### src/rtl/pwm_dither_pkg.sv
package pwm_dither_pkg;
  localparam int unsigned DUTY_W_DEF = 8;

  typedef enum logic {
    FMT_HALVES   = 1'b0,
    FMT_QUARTERS = 1'b1
  } split_fmt_e;
endpackage

### src/rtl/pwm_cycle_counter.sv
module pwm_cycle_counter #(
  parameter int unsigned CNT_W = 8
) (
  input  logic             clk,
  input  logic             rst,
  input  logic             en_i,
  output logic [CNT_W-1:0] cnt_o,
  output logic             active_o,
  output logic             reload_o
);
  localparam logic [CNT_W-1:0] CNT_LAST = {CNT_W{1'b1}};

  always_ff @(posedge clk) begin
    if (rst) begin
      cnt_o    <= '0;
      active_o <= 1'b0;
    end else begin
      active_o <= en_i;
      if (!en_i) begin
        cnt_o <= '0;
      end else if (active_o) begin
        cnt_o <= cnt_o + 1'b1;
      end
    end
  end

  // settings may be taken while idle or on the edge that ends a period
  assign reload_o = !active_o || (cnt_o == CNT_LAST);
endmodule

### src/rtl/pwm_setting_hold.sv
module pwm_setting_hold #(
  parameter int unsigned DUTY_W = 8
) (
  input  logic              clk,
  input  logic              rst,
  input  logic              load_i,
  input  logic [DUTY_W-1:0] duty_i,
  input  logic              mode_i,
  output logic [DUTY_W-1:0] duty_o,
  output logic              mode_o
);
  always_ff @(posedge clk) begin
    if (rst) begin
      duty_o <= '0;
      mode_o <= 1'b0;
    end else if (load_i) begin
      duty_o <= duty_i;
      mode_o <= mode_i;
    end
  end
endmodule

### src/rtl/pwm_subcycle_compare.sv
module pwm_subcycle_compare #(
  parameter int unsigned DUTY_W = 8,
  parameter int unsigned IDX_W  = 1
) (
  input  logic [DUTY_W-1:0] pos_i,
  input  logic [DUTY_W-1:0] duty_i,
  output logic              high_o
);
  localparam int unsigned OFS_W = DUTY_W - IDX_W;

  logic [IDX_W-1:0] sub_idx;
  logic [OFS_W-1:0] sub_ofs;
  logic [OFS_W-1:0] base_w;
  logic [IDX_W-1:0] extra_n;
  logic [OFS_W:0]   high_len;

  always_comb begin
    sub_idx  = pos_i[DUTY_W-1 -: IDX_W];
    sub_ofs  = pos_i[OFS_W-1:0];
    base_w   = duty_i[DUTY_W-1:IDX_W];
    extra_n  = duty_i[IDX_W-1:0];
    high_len = {1'b0, base_w} + {{OFS_W{1'b0}}, (sub_idx < extra_n)};
    high_o   = {1'b0, sub_ofs} < high_len;
  end
endmodule

### src/rtl/pwm_dither_gen.sv
module pwm_dither_gen
  import pwm_dither_pkg::*;
#(
  parameter int unsigned DUTY_W   = DUTY_W_DEF,
  parameter int unsigned IDX_W_LO = 1,
  parameter int unsigned IDX_W_HI = 2
) (
  input  logic              clk,
  input  logic              rst,
  input  logic              en_i,
  input  logic              mode_i,
  input  logic [DUTY_W-1:0] duty_i,
  output logic              pwm_o
);
  localparam int unsigned N_FMT = 2;

  logic [DUTY_W-1:0] cnt;
  logic              active;
  logic              reload;
  logic [DUTY_W-1:0] duty_q;
  logic              mode_q;
  logic [N_FMT-1:0]  fmt_high;
  split_fmt_e        fmt_sel;
  logic              high_now;

  pwm_cycle_counter #(.CNT_W(DUTY_W)) u_cnt (
    .clk      (clk),
    .rst      (rst),
    .en_i     (en_i),
    .cnt_o    (cnt),
    .active_o (active),
    .reload_o (reload)
  );

  pwm_setting_hold #(.DUTY_W(DUTY_W)) u_hold (
    .clk    (clk),
    .rst    (rst),
    .load_i (reload),
    .duty_i (duty_i),
    .mode_i (mode_i),
    .duty_o (duty_q),
    .mode_o (mode_q)
  );

  for (genvar g = 0; g < N_FMT; g++) begin : g_fmt
    localparam int unsigned IW = (g == 0) ? IDX_W_LO : IDX_W_HI;
    pwm_subcycle_compare #(.DUTY_W(DUTY_W), .IDX_W(IW)) u_cmp (
      .pos_i  (cnt),
      .duty_i (duty_q),
      .high_o (fmt_high[g])
    );
  end

  always_comb begin
    fmt_sel  = split_fmt_e'(mode_q);
    high_now = (fmt_sel == FMT_QUARTERS) ? fmt_high[1] : fmt_high[0];
  end

  always_ff @(posedge clk) begin
    if (rst) begin
      pwm_o <= 1'b0;
    end else begin
      pwm_o <= en_i && active && high_now;
    end
  end
endmodule

### config.mk
export PLATFORM = sky130hd
export DESIGN_NAME = pwm_dither_gen
export DESIGN_NICKNAME = d
export VERILOG_FILES = /design/src/rtl/pwm_dither_pkg.sv /design/src/rtl/pwm_cycle_counter.sv /design/src/rtl/pwm_setting_hold.sv /design/src/rtl/pwm_subcycle_compare.sv /design/src/rtl/pwm_dither_gen.sv
export SDC_FILE = /design/constraint.sdc
export NUM_CORES = 1
export LEC_CHECK = 0
export ABC_CLOCK_PERIOD_IN_PS = 2800
export BUFFER_PORTS_ARGS = -buffer_cell sky130_fd_sc_hd__buf_2
export CAP_MARGIN = 15
export CORE_MARGIN = 8
export CORE_UTILIZATION = 57
export DETAILED_ROUTE_END_ITERATION = 12
export GPL_ROUTABILITY_DRIVEN = 0
export GPL_TIMING_DRIVEN = 1
export PLACE_DENSITY = 0.79
export SLEW_MARGIN = 0
export SYNTH_ARGS = -nofsm -noshare
export SYNTH_HDL_FRONTEND = slang
export SYNTH_SLANG_ARGS = --single-unit
### constraint.sdc
create_clock -name clk -period 2.8 [get_ports clk]
set_input_delay 0.56 -clock clk [delete_from_list [all_inputs] [get_ports clk]]
set_output_delay 0.56 -clock clk [all_outputs]
set_load 0.005 [all_outputs]
Word-level counts from Yosys, hierarchy flattened --
Cells that the tools add are included.
Operators by class: reduce and logical (&&, ||, !) cells 5, bitwise operators 1, order comparisons 4, equal/unequal tests 1, $add $sub $neg 3, mux-type cells 1
Operators with widths (number):
- $add 7x1->8 | 1
- $add 8x1->8 const B | 1
- $eq 8x8->1 const B | 1
- $lt 7x8->1 | 1
- $add 6x1->7 | 1
- $lt 6x7->1 | 1
- $logic_and 1x1->1 | 2
- $lt 2x2->1 | 1
- $reduce_or 2->1 | 1
- $logic_not 1->1 | 1
- $logic_or 1x1->1 | 1
- $lt 1x1->1 | 1
- $mux 1 | 1
- $not 1->1 | 1
Storage, ports and cells: register bits 19, word-level logic and storage cells 20, bits of input ports 12

Depth between registers and ports, before layout --
Gate-level depths: netlist (run 1).
depth after elaboration 5, mapped depth 12, gate-level depth less buffers 12

Cells and area by module --
A second synthesis (run 1) with hierarchy kept.
Second synthesis, totals: cell total of the unflattened synthesis 136, area, all modules 1223.7 um^2
By module, submodules not included:
- pwm_cycle_counter | instances 1, cells an instance 42, area each 379.1 um^2
- pwm_setting_hold | instances 1, cells an instance 29, area each 319.1 um^2
- pwm_subcycle_compare (g_fmt[0].u_cmp) | instances 1, cells an instance 32, area each 244.0 um^2
- pwm_subcycle_compare (g_fmt[1].u_cmp) | instances 1, cells an instance 29, area each 237.7 um^2
- pwm_dither_gen | instances 1, cells an instance 4, area each 43.8 um^2

Worst setup path before layout (run 1) --
OpenSTA, ideal clock, no wires.
path kind register to register, start point register u_hold.duty_o[1], end point register pwm_o, library setup time 0.095 ns, slack 0.487 ns, cell stages (with the launch flop) 13, data required time 2.705 ns, arrival 2.218 ns, cells stage by stage dfxtp_1 inv_1 ha_1 a21oi_1 ha_1 ha_1 nand3_1 xor2_1 ha_1 a21o_1 a21oi_1 o21ai_0 a221oi_1
On the way: cells in the longest elaborated chain, start to end 5, elaborated cells between the ends (all ways) 7, those cells by class 2 x add/sub; 3 x order compare; 1 x mux; 1 x reduce/logical
RTL lines:
- start, declared | RTL line pwm_setting_hold.sv:9 | output logic [DUTY_W-1:0] duty_o,
- start signal, assigned | RTL line pwm_setting_hold.sv:17 | duty_o <= duty_i;
- $lt 2x2->1 | RTL line pwm_subcycle_compare.sv:22 | high_len = {1'b0, base_w} + {{OFS_W{1'b0}}, (sub_idx < extra_n)};
- $add 6x1->7 | RTL line pwm_subcycle_compare.sv:22
- $lt 6x7->1 | RTL line pwm_subcycle_compare.sv:23 | high_o = {1'b0, sub_ofs} < high_len;
- $mux 1 (*) | RTL line pwm_dither_gen.sv:56 | high_now = (fmt_sel == FMT_QUARTERS) ? fmt_high[1] : fmt_high[0];
- $logic_and 1x1->1 (*) | RTL line pwm_dither_gen.sv:63 | pwm_o <= en_i && active && high_now;
- end signal, assigned | RTL line pwm_dither_gen.sv:63
- end, declared | RTL line pwm_dither_gen.sv:13 | output logic pwm_o
Mark *: on every way between the ends. The rest lies on a longest branch, timed or not. A chain may end at the register's enable or synchronous reset.

Worst setup path after layout (run 1) --
Ends and elaborated chain as after synthesis.

==> out/qor.csv, run 1 <==
metric;value;unit
path type of the worst setup path;flop to flop;
Pint;0.372;mW
Die Ht;62.1;um
Routed WL;2330;um
Hold WS;0.496;ns
Yosys cell types;25;
max-cap violation count;0;
Core ar.;1980;um^2
Ys Warns;0;
ant diodes;0;
layout cells sized above 1;13.9;%
RSZ-0062 raised after global routing;false;
Place WS;0.184;ns
IO Port Bufs;12;
Max Transition Viols Final;0;
element type at the critical path end;flop;
min-delay src;duty_i[0];
final worst-path cycle share;92.2;%
Post-CTS Setup Inserts;0;
synthesized area;1210;um^2
synthesized instance count;135;
combinational power share;14.1;%
sequential power share;58.2;%
setup slack after layout;0.218;ns
Seq/Total Area, Yosys;31.4;%
clk buf depth;2;
Finished Layout Cells;171;
crit path launch type;flop;
row count;16;
switching share of power;26.5;%
Remaining Overflow, GRT;0;
DP Cell Count;167;
post-route cell area;1290;um^2
Pre-antenna DRT Iters;4;
total net switching power;0.134;mW
htree depth;1;
total CTS buffers;3;
starting density of the core;61.2;%
global-route wire length before repair;3970;um
Synth Net Count;164;
initial antenna violation count;0;
Area Overhead vs Synth;6.60;%
worst path arrival time;2.79;ns
GRT Total Usage;12.4;%
Fillers;170;
Worst Clk Skew;0.00808;ns
Clk Latency, worst-skew pair;0.30;ns
Worst-path clk slew;0.11;ns
Synth Register Bits;19;
post-route setup TNS;0;ns
Sink Count;19;
Worst Path Required;3.01;ns
drc violations;0;
Post-Place Cell Area;1260;um^2
post-detail-place hpwl;1920;um
synthesized area per cell;8.98;um^2
Die Width;62.1;um
worst-path fanout max;3;
largest net degree at the start of global routing;11;
nets;174;
CTS tree;yes;
crit path time final;2.58;ns
vias in the first global route;946;
drt via density;5.49;
Die ar.;3860;um^2
clock network power share;27.7;%
root buffer cell;clkbuf_4;
PwrDens;392;nW/um^2
I/O pin cnt;13;
Worst Setup SP;u_hold.duty_o[1];
relative slew slack;58.9;%
Finish-stage setup viols;0;
leakage power;0.604;nW
fmax;0.387;GHz
Fin. Hold Viols;0;
Min-Delay Path Class;primary input to flop;
DRT iter0 DRCs;22;
R2R Path Start;u_hold.duty_o[1];
via count;938;
wire length per cell;13.6;um
Worst Tran Pin Value;0.616;ns
maximum VDD drop;313;uV
status;complete, no violations;
Final ANT Viol Nets;0;
## cell usage in the layout (no fill, tap or decap)
| master | instances |
|---|---|
| and3_1 | 2 |
| buf_2 | 12 |
| xor2_1 | 8 |
| nand3_1 | 7 |
| nand2b_1 | 4 |
| mux2i_1 | 10 |
| a21oi_1 | 4 |
| clkbuf_1 | 1 |
| nand4_1 | 4 |
| ha_1 | 16 |
| nand4_2 | 1 |
| nor2_1 | 18 |
| dfxtp_1 | 18 |
| a21oi_2 | 1 |
| clkbuf_4 | 3 |
| or3_1 | 2 |
| o21ai_0 | 4 |
| nor2b_1 | 1 |
| o21ai_2 | 1 |
| ha_2 | 1 |
| a21o_1 | 3 |
| a31oi_1 | 3 |
| nand2_1 | 7 |
| xnor2_1 | 6 |
| o21a_1 | 1 |
| a221oi_1 | 1 |
| dfxtp_2 | 1 |
| inv_1 | 4 |
## area by class of cell
type	instances	area, um^2	area share [%]
multi-input cells	105	776	60.0
clock buffers	4	26.3	2.03
well taps	27	33.8	2.61
inverters	4	15.0	1.16
repair buffers	12	60.1	4.65
flip-flops and latches	19	382	29.5
## synth_stat cells
library cell	count	area, um^2
clkbuf_2	2	10.0
ha_1	17	213
nand4_1	4	25.0
a21o_1	3	22.5
a31oi_1	3	18.8
nand3_1	7	35.0
nand4_2	1	12.5
nor2_1	18	67.6
dfxtp_1	19	380
nor2b_1	1	6.26
a221oi_1	1	8.76
mux2i_1	10	100
nand2_1	7	26.3
inv_1	4	15.0
o21a_1	1	7.51
a21oi_1	5	25.0
o21ai_2	1	8.76
and3_1	2	12.5
xnor2_1	6	52.6
nand2b_1	4	25.0
or3_1	2	12.5
buf_6	2	22.5
buf_2	3	15.0
xor2_1	8	70.1
o21ai_0	4	20.0
## per-stage QoR
stage	util [%]	power [mW]
floorplan	-	0.354
global placement	63.5	0.367
detailed placement	63.5	0.372
CTS	64.8	0.510
global route	65.2	0.532
finish	65.2	0.507
## logic make-up (layout without fill, tap and decap cells)
kind of cell,after synthesis,in the layout,share of synthesized area (%)
flops,19,19,31.4
fa+ha+maj,17,17,17.5
compound gates,18,18,9.18
buf+inv,11,20,5.16
xor+xnor,14,14,10.1
simple gates,46,46,18.4
mux,10,10,8.26
## worst max-delay path, cell delays in order, from the launching register on
cell and delay (ns):
dfxtp_2 0.35, inv_1 0.04, ha_1 0.28, a21oi_2 0.13, ha_2 0.19, ha_1 0.18, nand3_1 0.13, xor2_1 0.17
ha_1 0.32, a21o_1 0.17, a21oi_1 0.14, o21ai_0 0.11, a221oi_1 0.28
## registers in the layout, indices dropped and copies added, names as in the netlist
register and count:
u_cnt.cnt_o 8, u_hold.duty_o 8, pwm_o 1, u_cnt.active_o 1, u_hold.mode_o 1
## power groups by stage
stage / combinational [mW] / sequential (mW) / clock (mW)
detailed placement: 0.0709 / 0.301 / 0
CTS: 0.0711 / 0.295 / 0.144
global placement: 0.0665 / 0.300 / 0
finish: 0.0715 / 0.295 / 0.140
floorplan: 0.0618 / 0.293 / 0
global route: 0.0804 / 0.297 / 0.154
## worst paths after layout
| path | cells after the start | to | slack [ns] |
|---|---|---|---|
| setup reg to reg | 12 | pwm_o | 0.22 |
| hold reg to reg | 2 | u_hold.duty_o[1] | 0.52 |
| setup / recovery | 12 | pwm_o | 0.22 |
| hold / removal | 3 | u_hold.duty_o[0] | 0.50 |
## repair_timing
item,4_1_cts,5_1_grt
resized for setup,0,3
setup endpoints to repair,0,1
hold buffers,0,0
hold endpoints to repair,0,0
## layer usage
metal  global-route usage, %  part of all wire (%)  up-vias
met5                       0                     0        -
met4                    8.45                   2.4        0
met1                    13.0                    43      430
li1                        -                     -      485
met3                    3.58                   2.4        8
met2                    20.8                    52       15
No activity file was read; power rests on OpenSTA's default activity.
==> run 2: changes to the inputs <==
--- a/config.mk
+++ b/config.mk
@@ -17,4 +17,5 @@
 export SLEW_MARGIN = 0
 export SYNTH_ARGS = -nofsm -noshare
 export SYNTH_HDL_FRONTEND = slang
+export SYNTH_HIERARCHICAL = 1
 export SYNTH_SLANG_ARGS = --single-unit
==> out/qor.csv, run 2 <==
metric;value;unit;change
Yosys cell types;28;;+12%
Post-synth top cells;dfxtp_1, ha_1, nor2_1;;
layout cells sized above 1;13.4;%;-0.47 points
Post-Place Cell Area;1300;um^2;+3.2%
htree depth;1;;unchanged
top cell type by total area after synthesis;dfxtp_1;;
Worst Path Required;3.03;ns;+0.02 ns
status;complete, no violations;;
met2 Resource Use GR;21.7;%;+0.91 points
crit path time final;2.60;ns;+0.0156 ns
RSZ-0062 raised after global routing;false;;
Post-synth EDFFs;0;;unchanged
crit path launch type;flop;;
I/O pin cnt;13;;unchanged
met3 Track Usage GR;2.51;%;-1.1 points
Final ANT Viol Nets;0;;unchanged
drc violations;0;;unchanged
Ys Warns;6;;+6
Max Transition Viols Final;0;;unchanged
worst-path fanout max;3;;unchanged
synthesized area;1220;um^2;+0.93%
Pre-antenna DRT Iters;4;;unchanged
largest net degree at the start of global routing;12;;+1
DRT iter0 DRCs;35;;+59%
path type of the worst setup path;flop to flop;;
Remaining Overflow, GRT;0;;unchanged
initial antenna violation count;0;;unchanged
most frequent cells in the layout;dfxtp_1, ha_1, nor2_1;;
worst path arrival time;2.83;ns;+0.04 ns
most frequent cell after synthesis;dfxtp_1;;
Post-CTS Setup Inserts;0;;unchanged
CTS Hold Bufs;0;;unchanged
Worst Clk Skew;0.000789;ns;-0.00729 ns
post-route setup TNS;0;ns;unchanged
GRT Total Usage;13.1;%;+0.71 points
drt via density;5.69;;+3.7%
Core ar.;2000;um^2;+1.0%
Worst-path clk slew;0.10;ns;about the same
registers with the most flip-flops;u_cnt/cnt_o (8), u_hold/duty_o (8);;
Min-Delay Path Class;primary input to flop;;
element type at the critical path end;flop;;
row count;16;;unchanged
Fin. Hold Viols;0;;unchanged
most common cell after layout, fill and taps aside;dfxtp_1;;
gr busiest metal;met2;;
Seq/Total Area, Yosys;31.1;%;-0.29 points
vias in the first global route;984;;+4.0%
Die ar.;3890;um^2;+0.69%
via count;1001;;+6.7%
post-route cell area;1330;um^2;+2.5%
Worst Tran Pin Value;0.370;ns;-0.246 ns
clk buf depth;2;;unchanged
global-route wire length before repair;4350;um;+9.6%
wire length per cell;14.3;um;+4.9%
Synth Register Bits;19;;unchanged
IO Port Bufs;12;;unchanged
top_reg_cell synth;dfxtp_1;;
relative slew slack;75.3;%;+16 points
Die Ht;62.3;um;+0.35%
leakage power;0.615;nW;+1.9%
Clk Latency, worst-skew pair;0.29;ns;about the same
Routed WL;2520;um;+8.0%
Synth Net Count;166;;+1.2%
CTS resizes;0;;unchanged
synthesized area per cell;9.00;um^2;+0.19%
PwrDens;383;nW/um^2;-2.2%
maximum VDD drop;306;uV;-2.4%
Fillers;176;;+3.5%
root buffer cell;clkbuf_4;;
Synth area leaders;dfxtp_1, ha_1, mux2i_1;;
synthesized instance count;136;;+0.74%
Sink Count;19;;unchanged
post-synth top area share;31.1;%;-0.29 points
Finish-stage setup viols;0;;unchanged
Die Width;62.3;um;+0.35%
max-cap violation count;0;;unchanged
worst reg-to-reg path cell count;13;;+1
total CTS buffers;3;;unchanged
FFs w/ async S/R, synth;0;%;unchanged
final worst-path cycle share;92.8;%;+0.56 points
fmax;0.385;GHz;-0.60%
Area Overhead vs Synth;8.28;%;
post-detail-place hpwl;1970;um;+2.3%
starting density of the core;61.1;%;about the same
ant diodes;0;;unchanged
worst hold stages;3;;unchanged
nets;180;;+3.4%
CTS tree;yes;;
met1 Use GR;16.5;%;+3.5 points
==> run 2: cell count changes after synthesis, moves of 2 or more <==
| cell | delta |
|---|---|
| buf_2 | -3 |
| a31oi_1 | -3 |
| a21oi_1 | +5 |
| nand3_1 | +2 |
| a21o_1 | -2 |
| xnor2_1 | -2 |
| nor2_1 | -3 |
| clkbuf_2 | -2 |
==> run 2: path summary, 6_finish.rpt <==
| check | start | endpoint | slack (ns) |
|---|---|---|---|
| max | u_hold/duty_o[1] | pwm_o | 0.20 |
| max reg2reg | u_hold/duty_o[1] | pwm_o | 0.20 |
| min | duty_i[7] | u_hold/duty_o[7] | 0.50 |
| min reg2reg | u_hold/mode_o | u_hold/mode_o | 0.54 |
==> run 2: worst max-delay path, stage by stage, from the launching register on <==
cell and delay (ns):
dfxtp_1 0.38, inv_1 0.06, ha_1 0.28, a21oi_1 0.19, ha_1 0.19, ha_1 0.20
nand3_1 0.10, xor2_1 0.17, ha_1 0.30, a21o_1 0.16, a21oi_1 0.13, a32o_1 0.14
mux2i_1 0.09, nor3_2 0.15
==> run 2: layer usage <==
layer	wire length, um	up-vias	part of all wire [%]
met5	0	-	0
met4	27	0	1.1
met1	1170	470	46
met2	1200	18	48
li1	-	509	-
met3	122	4	4.8
==> run 2: where the power goes <==
part / total [mW] / switching [mW] / internal [mW]
logic: 0.0771 / 0.0382 / 0.0389
clock network: 0.134 / 0.0784 / 0.0554
registers: 0.297 / 0.0168 / 0.280
==> run 2: stage by stage <==
step                      setup WS, ns  utilization [%]  instances  hold WS (ns)  power (mW)
final                            0.202             66.2        176         0.502       0.508
after global routing            0.0242             66.2        176         0.499       0.533
after CTS                        0.209             66.2        176         0.495       0.513
after detailed placement         0.226             64.9        172         0.521       0.380
after global placement           0.355             64.9        172         0.507       0.374
after floorplan                  0.462                -        136         0.429       0.356
==> run 2: logic make-up after synthesis <==
kind of cell | count (synthesis) | share of synthesized area [%]
and+or+nand+nor | 48 | 20.3
AOI/OAI and AO/OA | 19 | 8.49
DFF | 19 | 31.1
adders and majority gates | 18 | 18.4
xor gates and xnor gates | 13 | 9.30
muxes | 11 | 9.00
buffers and inverters | 8 | 3.37
==> run 2: final cells by class <==
| cell class | count | area, um^2 | area share [%] |
|---|---|---|---|
| repair buffers | 13 | 67.6 | 5.10 |
| multi-input cells | 109 | 802 | 60.5 |
| well taps | 27 | 33.8 | 2.55 |
| inverters | 4 | 15.0 | 1.13 |
| flip-flops and latches | 19 | 380 | 28.7 |
| clock buffers | 4 | 26.3 | 1.98 |
==> run 3: changes to the inputs <==
--- a/config.mk
+++ b/config.mk
@@ -12,7 +12,7 @@
 export CORE_UTILIZATION = 57
 export DETAILED_ROUTE_END_ITERATION = 12
 export GPL_ROUTABILITY_DRIVEN = 0
-export GPL_TIMING_DRIVEN = 1
+export GPL_TIMING_DRIVEN = 0
 export PLACE_DENSITY = 0.79
 export SLEW_MARGIN = 0
 export SYNTH_ARGS = -nofsm -noshare
==> out/qor.csv, run 3 (synthesized netlist as in run 2, its figures left out) <==
metric;value;unit;change
status;complete, no violations;;
Post-CTS Setup Inserts;0;;unchanged
most frequent cells in the layout;dfxtp_1, ha_1, nor2_1;;
crit-path most repeated cell;ha_1;;
root buffer cell;clkbuf_4;;
Min-Delay Path Class;primary input to flop;;
fmax;0.384;GHz;-0.29%
Worst Tran Pin Value;0.381;ns;+0.0109 ns
nets;183;;+1.7%
Crit Reg-Reg Endpoint;pwm_o;;
relative slew slack;74.6;%;-0.73 points
Pre-antenna DRT Iters;5;;+1
max-cap violation count;0;;unchanged
post-detail-place hpwl;1910;um;-2.7%
drc violations;0;;unchanged
starting density of the core;61.1;%;unchanged
htree depth;1;;unchanged
CP top delay family;adder cells;;
Final ANT Viol Nets;0;;unchanged
row count;16;;unchanged
total CTS buffers;3;;unchanged
Finish-stage setup viols;0;;unchanged
most common cell after layout, fill and taps aside;dfxtp_1;;
Min-Delay Endpoint;pwm_o;;
wire length per cell;13.4;um;-6.1%
Worst Clk Skew;0.00330;ns;+0.00251 ns
GRT Total Usage;13.0;%;-0.078 points
element type at the critical path end;flop;;
Worst Path Required;3.00;ns;-0.03 ns
R2R Path Start;u_hold/duty_o[1];;
Die ar.;3890;um^2;unchanged
I/O pin cnt;13;;unchanged
post-route setup TNS;0;ns;unchanged
worst hold stages;2;;-1
FF-to-FF setup slack;0.19;ns;about the same
worst-path fanout max;3;;unchanged
Fin. Hold Viols;0;;unchanged
Core ar.;2000;um^2;unchanged
Worst-path clk slew;0.11;ns;about the same
leakage power;0.622;nW;+1.1%
worst reg-to-reg path cell count;13;;unchanged
min-delay src;rst;;
ant diodes;0;;unchanged
Routed WL;2410;um;-4.5%
Sink Count;19;;unchanged
RSZ-0062 raised after global routing;false;;
critical path depth;13;;unchanged
crit path launch type;flop;;
IO Port Bufs;12;;unchanged
worst path bufs/invs;1;;unchanged
via count;999;;-0.20%
Die Ht;62.3;um;unchanged
worst-path cell chain;inv_1 > ha_1 > a21oi_2 > ha_1 > ha_2 > xnor2_1 > ha_1 > nand2_1 > o21ai_1 > nand4_1 > a32o_1 > mux2i_1 > nor3_2;;
CTS Hold Bufs;0;;unchanged
Worst Setup SP;u_hold/duty_o[1];;
Die Width;62.3;um;unchanged
initial antenna violation count;0;;unchanged
Max Transition Viols Final;0;;unchanged
Area Overhead vs Synth;10.3;%;
global-route wire length before repair;4160;um;-4.3%
layout cells sized above 1;15.1;%;+1.7 points
path type of the worst setup path;flop to flop;;
CTS resizes;0;;unchanged
Final Power;0.515;mW;+1.4%
vias in the first global route;968;;-1.6%
largest net degree at the start of global routing;11;;-1
clk buf depth;2;;unchanged
CP max stage delay;0.38;ns;about the same
maximum VDD drop;358;uV;+17%
worst path arrival time;2.80;ns;-0.03 ns
Remaining Overflow, GRT;0;;unchanged
slowest CP cell;dfxtp_1;;
CTS tree;yes;;
PwrDens;382;nW/um^2;-0.49%
final worst-path cycle share;93.0;%;+0.27 points
registers with the most flip-flops;u_cnt/cnt_o (8), u_hold/duty_o (8);;
crit path time final;2.61;ns;+0.00752 ns
Clk Latency, worst-skew pair;0.30;ns;about the same
Fillers;184;;+4.5%
DRT iter0 DRCs;28;;-20%
drt via density;5.58;;-1.9%
-- run 3: worst max-delay path by stage --
| stage | to | slack (ns) |
|---|---|---|
| 2_1_floorplan | pwm_o | 0.46 |
| 3_3_place_gp | pwm_o | 0.23 |
| 3_5_place_dp | pwm_o | 0.15 |
| 4_1_cts | pwm_o | 0.13 |
| 5_1_grt | pwm_o | 0.001 |
| 6_report | pwm_o | 0.19 |
-- run 3: power breakdown --
group / internal [mW] / switching (mW)
logic: 0.0413 / 0.0402
registers: 0.280 / 0.0144
clock network: 0.0555 / 0.0832
total: 0.377 / 0.138
-- run 3: metal layers --
metal / global-route usage (%) / share of wire, % / vias up
li1: - / - / 516
met1: 14.9 / 45 / 458
met2: 20.4 / 47 / 19
met4: 8.26 / 3.0 / 0
met3: 4.12 / 4.7 / 6
met5: 0 / 0 / -
-- run 3: per-stage QoR --
step | setup slack (ns) | hold WS (ns) | instances | cell area [um^2] | utilization [%]
CTS | 0.132 | 0.428 | 179 | 1340 | 67.1
global route | 0.00109 | 0.422 | 179 | 1350 | 67.4
detailed placement | 0.150 | 0.451 | 175 | 1320 | 65.8
finish | 0.195 | 0.432 | 179 | 1350 | 67.4
global placement | 0.234 | 0.443 | 175 | 1320 | 65.8
floorplan | 0.462 | 0.429 | 136 | 1220 | -
-- run 3: area by class of cell --
type	count	area (um^2)	area share, %
buffer	4	26.3	1.95
clock buffer	4	26.3	1.95
inverter	4	15.0	1.11
multi-input combinational	109	808	59.9
sequential	19	380	28.2
tap	27	33.8	2.50
timing repair buffer	12	60.1	4.45
